===== config.mk =====
export PLATFORM = sky130hd
export DESIGN_NAME = lfsr_rng_crc
export DESIGN_NICKNAME = d
export VERILOG_FILES = /design/src/rtl/lfsr_rng_pkg.sv /design/src/rtl/lfsr_step.sv /design/src/rtl/lfsr_unroll.sv /design/src/rtl/lfsr_ctrl.sv /design/src/rtl/lfsr_rng_crc.sv
export SDC_FILE = /design/constraint.sdc
export NUM_CORES = 1
export LEC_CHECK = 0
export BUFFER_PORTS_ARGS = -buffer_cell sky130_fd_sc_hd__buf_2
export CORE_UTILIZATION = 55
export CTS_CLUSTER_SIZE = 20
export DETAILED_ROUTE_END_ITERATION = 10
export PLACE_DENSITY = 0.75
export SYNTH_ARGS = -nofsm -noshare
export SYNTH_HDL_FRONTEND = slang
export SYNTH_HIERARCHICAL = 1
export SYNTH_SLANG_ARGS = --single-unit

===== constraint.sdc =====
create_clock -name clk -period 8.7 [get_ports clk]
set_clock_uncertainty 0.15 [all_clocks]
set_input_delay 1.74 -clock clk [delete_from_list [all_inputs] [get_ports clk]]
set_output_delay 1.74 -clock clk [all_outputs]
set_load 0.03 [all_outputs]

===== src/rtl/lfsr_rng_pkg.sv =====
package lfsr_rng_pkg;

  localparam int unsigned REG_W   = 16;
  localparam int unsigned OCTET_W = 8;

  // Control codes of the generator.
  typedef enum logic [1:0] {
    CTL_RUN     = 2'b00,
    CTL_ONCE    = 2'b01,
    CTL_RUN_ALT = 2'b10,
    CTL_OFF     = 2'b11
  } ctl_e;

  // Source that updates the register in a cycle, highest priority first.
  typedef enum logic [1:0] {
    SRC_NONE = 2'd0,
    SRC_SEED = 2'd1,
    SRC_CRC  = 2'd2,
    SRC_RAND = 2'd3
  } src_e;

endpackage


===== src/rtl/lfsr_step.sv =====
// One feedback step: fb = top ^ din, shift left, fold fb through the mask.
module lfsr_step #(
  parameter int unsigned     W    = 16,
  parameter logic [W-1:0]    POLY = 16'h8005
) (
  input  logic [W-1:0] s_i,
  input  logic         din,
  output logic [W-1:0] s_o
);

  logic fb;

  always_comb begin
    fb  = s_i[W-1] ^ din;
    s_o = {s_i[W-2:0], 1'b0} ^ (fb ? POLY : '0);
  end

endmodule


===== src/rtl/lfsr_unroll.sv =====
// STEPS chained feedback steps; step k uses din[STEPS-1-k] (MSB first).
module lfsr_unroll #(
  parameter int unsigned  W     = 16,
  parameter logic [W-1:0] POLY  = 16'h8005,
  parameter int unsigned  STEPS = 8
) (
  input  logic [W-1:0]     s_i,
  input  logic [STEPS-1:0] din,
  output logic [W-1:0]     s_o
);

  logic [W-1:0] chain [STEPS+1];

  assign chain[0] = s_i;

  for (genvar k = 0; k < STEPS; k++) begin : g_step
    lfsr_step #(.W(W), .POLY(POLY)) u_step (
      .s_i (chain[k]),
      .din (din[STEPS-1-k]),
      .s_o (chain[k+1])
    );
  end

  assign s_o = chain[STEPS];

endmodule


===== src/rtl/lfsr_ctrl.sv =====
// Control field, one-shot self-clear and update-source arbitration.
module lfsr_ctrl
  import lfsr_rng_pkg::*;
(
  input  logic       clk,
  input  logic       rst_n,
  input  logic       seed_wr,
  input  logic       crc_valid,
  input  logic       consume,
  input  logic       ctl_wr,
  input  logic [1:0] ctl_wdata,
  output logic       crc_ready,
  output src_e       src,
  output logic [1:0] ctl_q
);

  ctl_e ctl_r;
  ctl_e ctl_nx;
  logic crc_take;
  logic rand_want;

  always_comb begin
    crc_ready = ~seed_wr;
    crc_take  = crc_valid & crc_ready;
    rand_want = (ctl_r == CTL_ONCE) |
                (consume & (ctl_r != CTL_OFF));
    if (seed_wr)        src = SRC_SEED;
    else if (crc_take)  src = SRC_CRC;
    else if (rand_want) src = SRC_RAND;
    else                src = SRC_NONE;
  end

  always_comb begin
    ctl_nx = ctl_r;
    if (ctl_wr)
      ctl_nx = ctl_e'(ctl_wdata);
    else if (ctl_r == CTL_ONCE && src == SRC_RAND)
      ctl_nx = CTL_RUN;
  end

  always_ff @(posedge clk) begin
    if (!rst_n) ctl_r <= CTL_RUN;
    else        ctl_r <= ctl_nx;
  end

  assign ctl_q = ctl_r;

endmodule


===== src/rtl/lfsr_rng_crc.sv =====
module lfsr_rng_crc
  import lfsr_rng_pkg::*;
#(
  parameter int unsigned          LFSR_W    = REG_W,
  parameter int unsigned          BYTE_W    = OCTET_W,
  parameter int unsigned          RND_STEPS = 13,
  parameter logic [LFSR_W-1:0]    POLY      = 16'h8005
) (
  input  logic              clk,
  input  logic              rst_n,
  input  logic              seed_wr,
  input  logic [BYTE_W-1:0] seed_byte,
  input  logic              crc_valid,
  input  logic [BYTE_W-1:0] crc_byte,
  output logic              crc_ready,
  input  logic              ctl_wr,
  input  logic [1:0]        ctl_wdata,
  output logic [1:0]        ctl_rdata,
  input  logic              consume,
  output logic [BYTE_W-1:0] state_hi,
  output logic [BYTE_W-1:0] state_lo
);

  localparam int unsigned KEEP_W = LFSR_W - BYTE_W;

  logic [LFSR_W-1:0] lfsr_q;
  logic [LFSR_W-1:0] lfsr_d;
  logic [LFSR_W-1:0] rand_nx;
  logic [LFSR_W-1:0] crc_nx;
  logic [LFSR_W-1:0] seed_nx;
  src_e              src;

  lfsr_ctrl u_ctrl (
    .clk       (clk),
    .rst_n     (rst_n),
    .seed_wr   (seed_wr),
    .crc_valid (crc_valid),
    .consume   (consume),
    .ctl_wr    (ctl_wr),
    .ctl_wdata (ctl_wdata),
    .crc_ready (crc_ready),
    .src       (src),
    .ctl_q     (ctl_rdata)
  );

  // Random advance: input bits all zero.
  lfsr_unroll #(.W(LFSR_W), .POLY(POLY), .STEPS(RND_STEPS)) u_rand (
    .s_i (lfsr_q),
    .din ({RND_STEPS{1'b0}}),
    .s_o (rand_nx)
  );

  // CRC advance: one step per data bit, MSB first.
  lfsr_unroll #(.W(LFSR_W), .POLY(POLY), .STEPS(BYTE_W)) u_crc (
    .s_i (lfsr_q),
    .din (crc_byte),
    .s_o (crc_nx)
  );

  assign seed_nx = {lfsr_q[KEEP_W-1:0], seed_byte};

  always_comb begin
    unique case (src)
      SRC_SEED: lfsr_d = seed_nx;
      SRC_CRC:  lfsr_d = crc_nx;
      SRC_RAND: lfsr_d = rand_nx;
      default:  lfsr_d = lfsr_q;
    endcase
  end

  always_ff @(posedge clk) begin
    if (!rst_n) lfsr_q <= '0;
    else        lfsr_q <= lfsr_d;
  end

  assign state_hi = lfsr_q[LFSR_W-1 -: BYTE_W];
  assign state_lo = lfsr_q[BYTE_W-1:0];

endmodule


---- After elaboration in Yosys (flattened, before gate mapping) ----
Index checks and enable logic that the tools add are counted.
word-level totals
  output and inout bits ................... 19
  bits of input ports ..................... 24
  register bits ........................... 18
  word-level logic and storage cells ...... 70
cells by class
  bitwise gates (word level) .............. 33
  eq/ne operators ......................... 5
  multiplexer cells ....................... 27
  reductions and logical operators ........ 3
operator list
  cell                                                             number
  16-bit two-way mux                                               21
  16-bit XOR                                                       21
  16-bit case mux with 3 select lines                              1
  2-bit two-way mux                                                5
  1-bit XOR                                                        8
  2-bit by 1-bit == test with 1-bit output, second input constant  2
  2-bit == test, second input constant                             2
  3-bit nonzero test                                               1
  1-bit AND                                                        2
  2-bit inequality test, second input constant                     1
  2-bit nonzero test                                               1
  1-bit logical AND                                                1
  1-bit inverter                                                   1
  1-bit OR                                                         1

---- Depth between registers and ports, before layout ----
  word-level depth ........................ 27
  mapped depth ............................ 16
  mapped depth without buffers ............ 15

---- Modules after synthesis ----
Netlist, hierarchy kept.
modules (own cells, without submodules)
  module        cells each  sequential area each (sq um)  instances  area an instance (sq um)
  lfsr_step     17          0.0                           21         161.4
  lfsr_rng_crc  74          320.3                         1          848.3
  lfsr_ctrl     14          40.0                          1          110.1

---- Worst setup path after synthesis ----
No wires, ideal clock.
  path type ............................... register to register
  start point ............................. register lfsr_q[15]
  end point ............................... register lfsr_q[15]
  arrival ................................. 6.689 ns
  library setup time ...................... 0.123 ns
  required time ........................... 8.427 ns
  slack ................................... 1.738 ns
  path buffers ............................ 0
  clock period less this slack ............ 6.962 ns
  cell stages (with the launch flop) ...... 16
  cell sequence ........................... dfxtp_1 xor3_1 xor3_1 xor3_1 xor3_1 xor3_1 xor3_1 xor3_1 xor3_1 xor3_1 xor3_1 xor3_1 xor3_1 xor3_1 mux2i_1 o22ai_1
RTL lines
  element                   line                text
  start: declaration        lfsr_rng_crc.sv:26  logic [LFSR_W-1:0] lfsr_q;
  start signal: assignment  lfsr_rng_crc.sv:73  else lfsr_q <= lfsr_d;

==> results_dict.tcl <==
set metrics [dict create \
    status "finished clean" \
    relSlewSlack_pct 55.7 \
    pre_cts_slack_ns 1.51 \
    wl_per_cell_um 13.9 \
    dp_hpwl_mm 3.72 \
    yosysMostFrequentCell "buf_4" \
    multi_input_area_um2 1830 \
    crit_end "lfsr_q[15]$_SDFFE_PN0P_" \
    grt_pass1_vias 1360 \
    cp-start-kind "flip-flop" \
    r2r_end "lfsr_q[15]$_SDFFE_PN0P_" \
    cts_tree "yes" \
    grt_overflow_total 0 \
    die_x_um 90.9 \
    period_minus_slack_ns 7.22 \
    cts_resized 0 \
    vias 1335 \
    register_area_um2 360 \
    clk-insertion-delay-late_ns 0.26 \
    clkTransAtPathRegs_ns 0.08 \
    synth_common_cells "294 x buf_4, 42 x xor3_1, 34 x mux2i_1, 21 x xor2_1, 18 x dfxtp_1" \
    ys_warn_count 6 \
    arrival_ns 7.19 \
    numPortBuffers 42 \
    gp_congestion 0.770 \
    syn_area_um2 4350 \
    nets 254 \
    die-height_um 90.9 \
    crit_type "reg -> reg" \
    drive_above_1_share_pct 21.0 \
    dieArea_um2 8260 \
    cts_buffers 3 \
    htreeDepth 1 \
    grtUsageTotal_pct 11.5 \
    grt_first_pass_wirelength_mm 7.27 \
    ios 43 \
    ys_ff_latch 18 \
    fin_crit_sh_pct 82.9 \
    cts-root-buf "clkbuf_8" \
    placed_area_um2 2550 \
    wl_mm 4.60 \
    drc_errors 0 \
    met2_usage_pct 19.3 \
    grt.busiest_layer "met2" \
    rows 32 \
    setup_viol 0 \
    synth.distinct_cells 19 \
    cts_hold_buffers 0 \
    core_area_um2 7690 \
    fmax_ghz 0.139 \
    crit_start "lfsr_q[15]$_SDFFE_PN0P_" \
    synthTopCellsByArea "buf_4 51%, xor3_1 23%, dfxtp_1 8.3%" \
    reg2reg_from "lfsr_q[15]$_SDFFE_PN0P_" \
    avgSynthCellArea_um2 9.77 \
    gr-usage-met1_pct 15.1 \
    syn_to_final_growth_pct -40.2 \
    met3_usage_pct 2.36 \
    crit_fanout 8 \
    clock_sinks 18 \
    synthCells 445 \
    reg2reg_slack_ns 1.48 \
    ys_seq_area_share_pct 8.29 \
    synth-edff-count 0 \
    drv_slew 0 \
    ys_async_sr_fraction_pct 0 \
    worst_slack_ns 1.48 \
    ant_nets 0 \
    fin_tns_setup_ns 0 \
    synth_area_leader_cell "buf_4" \
    cp-end-kind "flip-flop" \
    viasPerCell 4.03 \
    cts_setup_buffers 0 \
    synthFlopType "dfxtp_1" \
    maxCapViolCount 0 \
    antenna_found_initial 0 \
    start_util_pct 56.6 \
    drt-initial-drc-count 59 \
    grt_max_degree 33 \
    diodes 0 \
    hold_depth 2 \
    worstMarginPinSlew_ns 0.664 \
    fillCellCount 775 \
    hold_viol 0 \
    clk_path_buf_depth 2 \
    r2r_cells 15 \
    synth_top_area_share_pct 50.8 \
    rsz0062_at_grt "false" \
    stdcell_area_um2 2600 \
    firstDrtPassIters 4 \
    required_ns 8.67 \
    hp-class "reg -> reg" \
]
-- stage by stage --
stage / instances / utilization (%) / hold WS (ns)
3_5_place_dp: 327 / 33.1 / 0.421
4_1_cts: 331 / 33.8 / 0.435
3_3_place_gp: 327 / 33.1 / 0.391
6_report: 331 / 33.8 / 0.428
2_1_floorplan: 483 / - / 0.513
5_1_grt: 331 / 33.8 / 0.458
-- layer usage --
| metal | wire length (um) | part of all wire [%] |
|---|---|---|
| met4 | 70 | 1.5 |
| met1 | 2120 | 46 |
| met3 | 213 | 4.6 |
| met5 | 0 | 0 |
| met2 | 2190 | 48 |
-- cell families (layout without fill, tap and decap cells) --
| group | count (synthesis) | count (layout) | share of synthesized area, % |
|---|---|---|---|
| mux | 34 | 34 | 7.83 |
| other cells | 1 | 39 | 0.0862 |
| compound gates | 20 | 20 | 2.82 |
| buf+inv | 304 | 50 | 53.2 |
| simple gates | 5 | 5 | 0.605 |
| flops | 18 | 18 | 8.29 |
| xor+xnor | 63 | 63 | 27.2 |
-- worst max-delay path, stage by stage (launching register included) --
cell and delay [ns]:
dfxtp_1 0.56, xor3_1 0.49, xor3_1 0.48, xor3_1 0.48, xor3_1 0.50, xor3_1 0.49, xor3_1 0.48, xor3_1 0.47
xor3_1 0.47, xor3_1 0.47, xor3_1 0.46, xor3_1 0.47, xor3_1 0.48, xor3_1 0.39, mux2i_1 0.14, o22ai_1 0.10
-- area by class of cell --
cell class                      count  share of cell area, %
Timing Repair Buffer               43                   8.37
Sequential cell                    18                   13.9
Tap cell                          102                   4.91
Clock buffer                        4                   2.12
Inverter                            3                  0.433
Multi-Input combinational cell    161                   70.3
-- registers in the layout, summed over array words and instances (netlist names) --
signal,count
lfsr_q,16
u_ctrl/ctl_q,2
-- worst min path at each step --
stage                            startpoint                      endpoint  slack (ns)
5_1_grt        u_ctrl/ctl_q[1]$_SDFFE_PN0P_  u_ctrl/ctl_q[1]$_SDFFE_PN0P_        0.46
4_1_cts        u_ctrl/ctl_q[1]$_SDFFE_PN0P_  u_ctrl/ctl_q[1]$_SDFFE_PN0P_        0.44
6_report       u_ctrl/ctl_q[1]$_SDFFE_PN0P_  u_ctrl/ctl_q[1]$_SDFFE_PN0P_        0.43
3_3_place_gp   u_ctrl/ctl_q[1]$_SDFFE_PN0P_  u_ctrl/ctl_q[1]$_SDFFE_PN0P_        0.39
2_1_floorplan  u_ctrl/ctl_q[1]$_SDFFE_PN0P_  u_ctrl/ctl_q[1]$_SDFFE_PN0P_        0.51
3_5_place_dp   u_ctrl/ctl_q[1]$_SDFFE_PN0P_  u_ctrl/ctl_q[1]$_SDFFE_PN0P_        0.42
-- cell usage in the layout, fill, tap and decap left out, drive strengths merged --
master  instances
nand2b          1
mux2i          34
xor3           42
a21oi           1
buf            43
clkbuf          4
and2            1
o31ai           1
conb           39
nand2           2
nor2b           1
inv             3
o22ai          16
dfxtp          18
o21ai           2
xor2           21
Power is left out: the tool's default activity adds up to more than one toggle a clock period on the data nets, which glitch-free logic cannot reach.
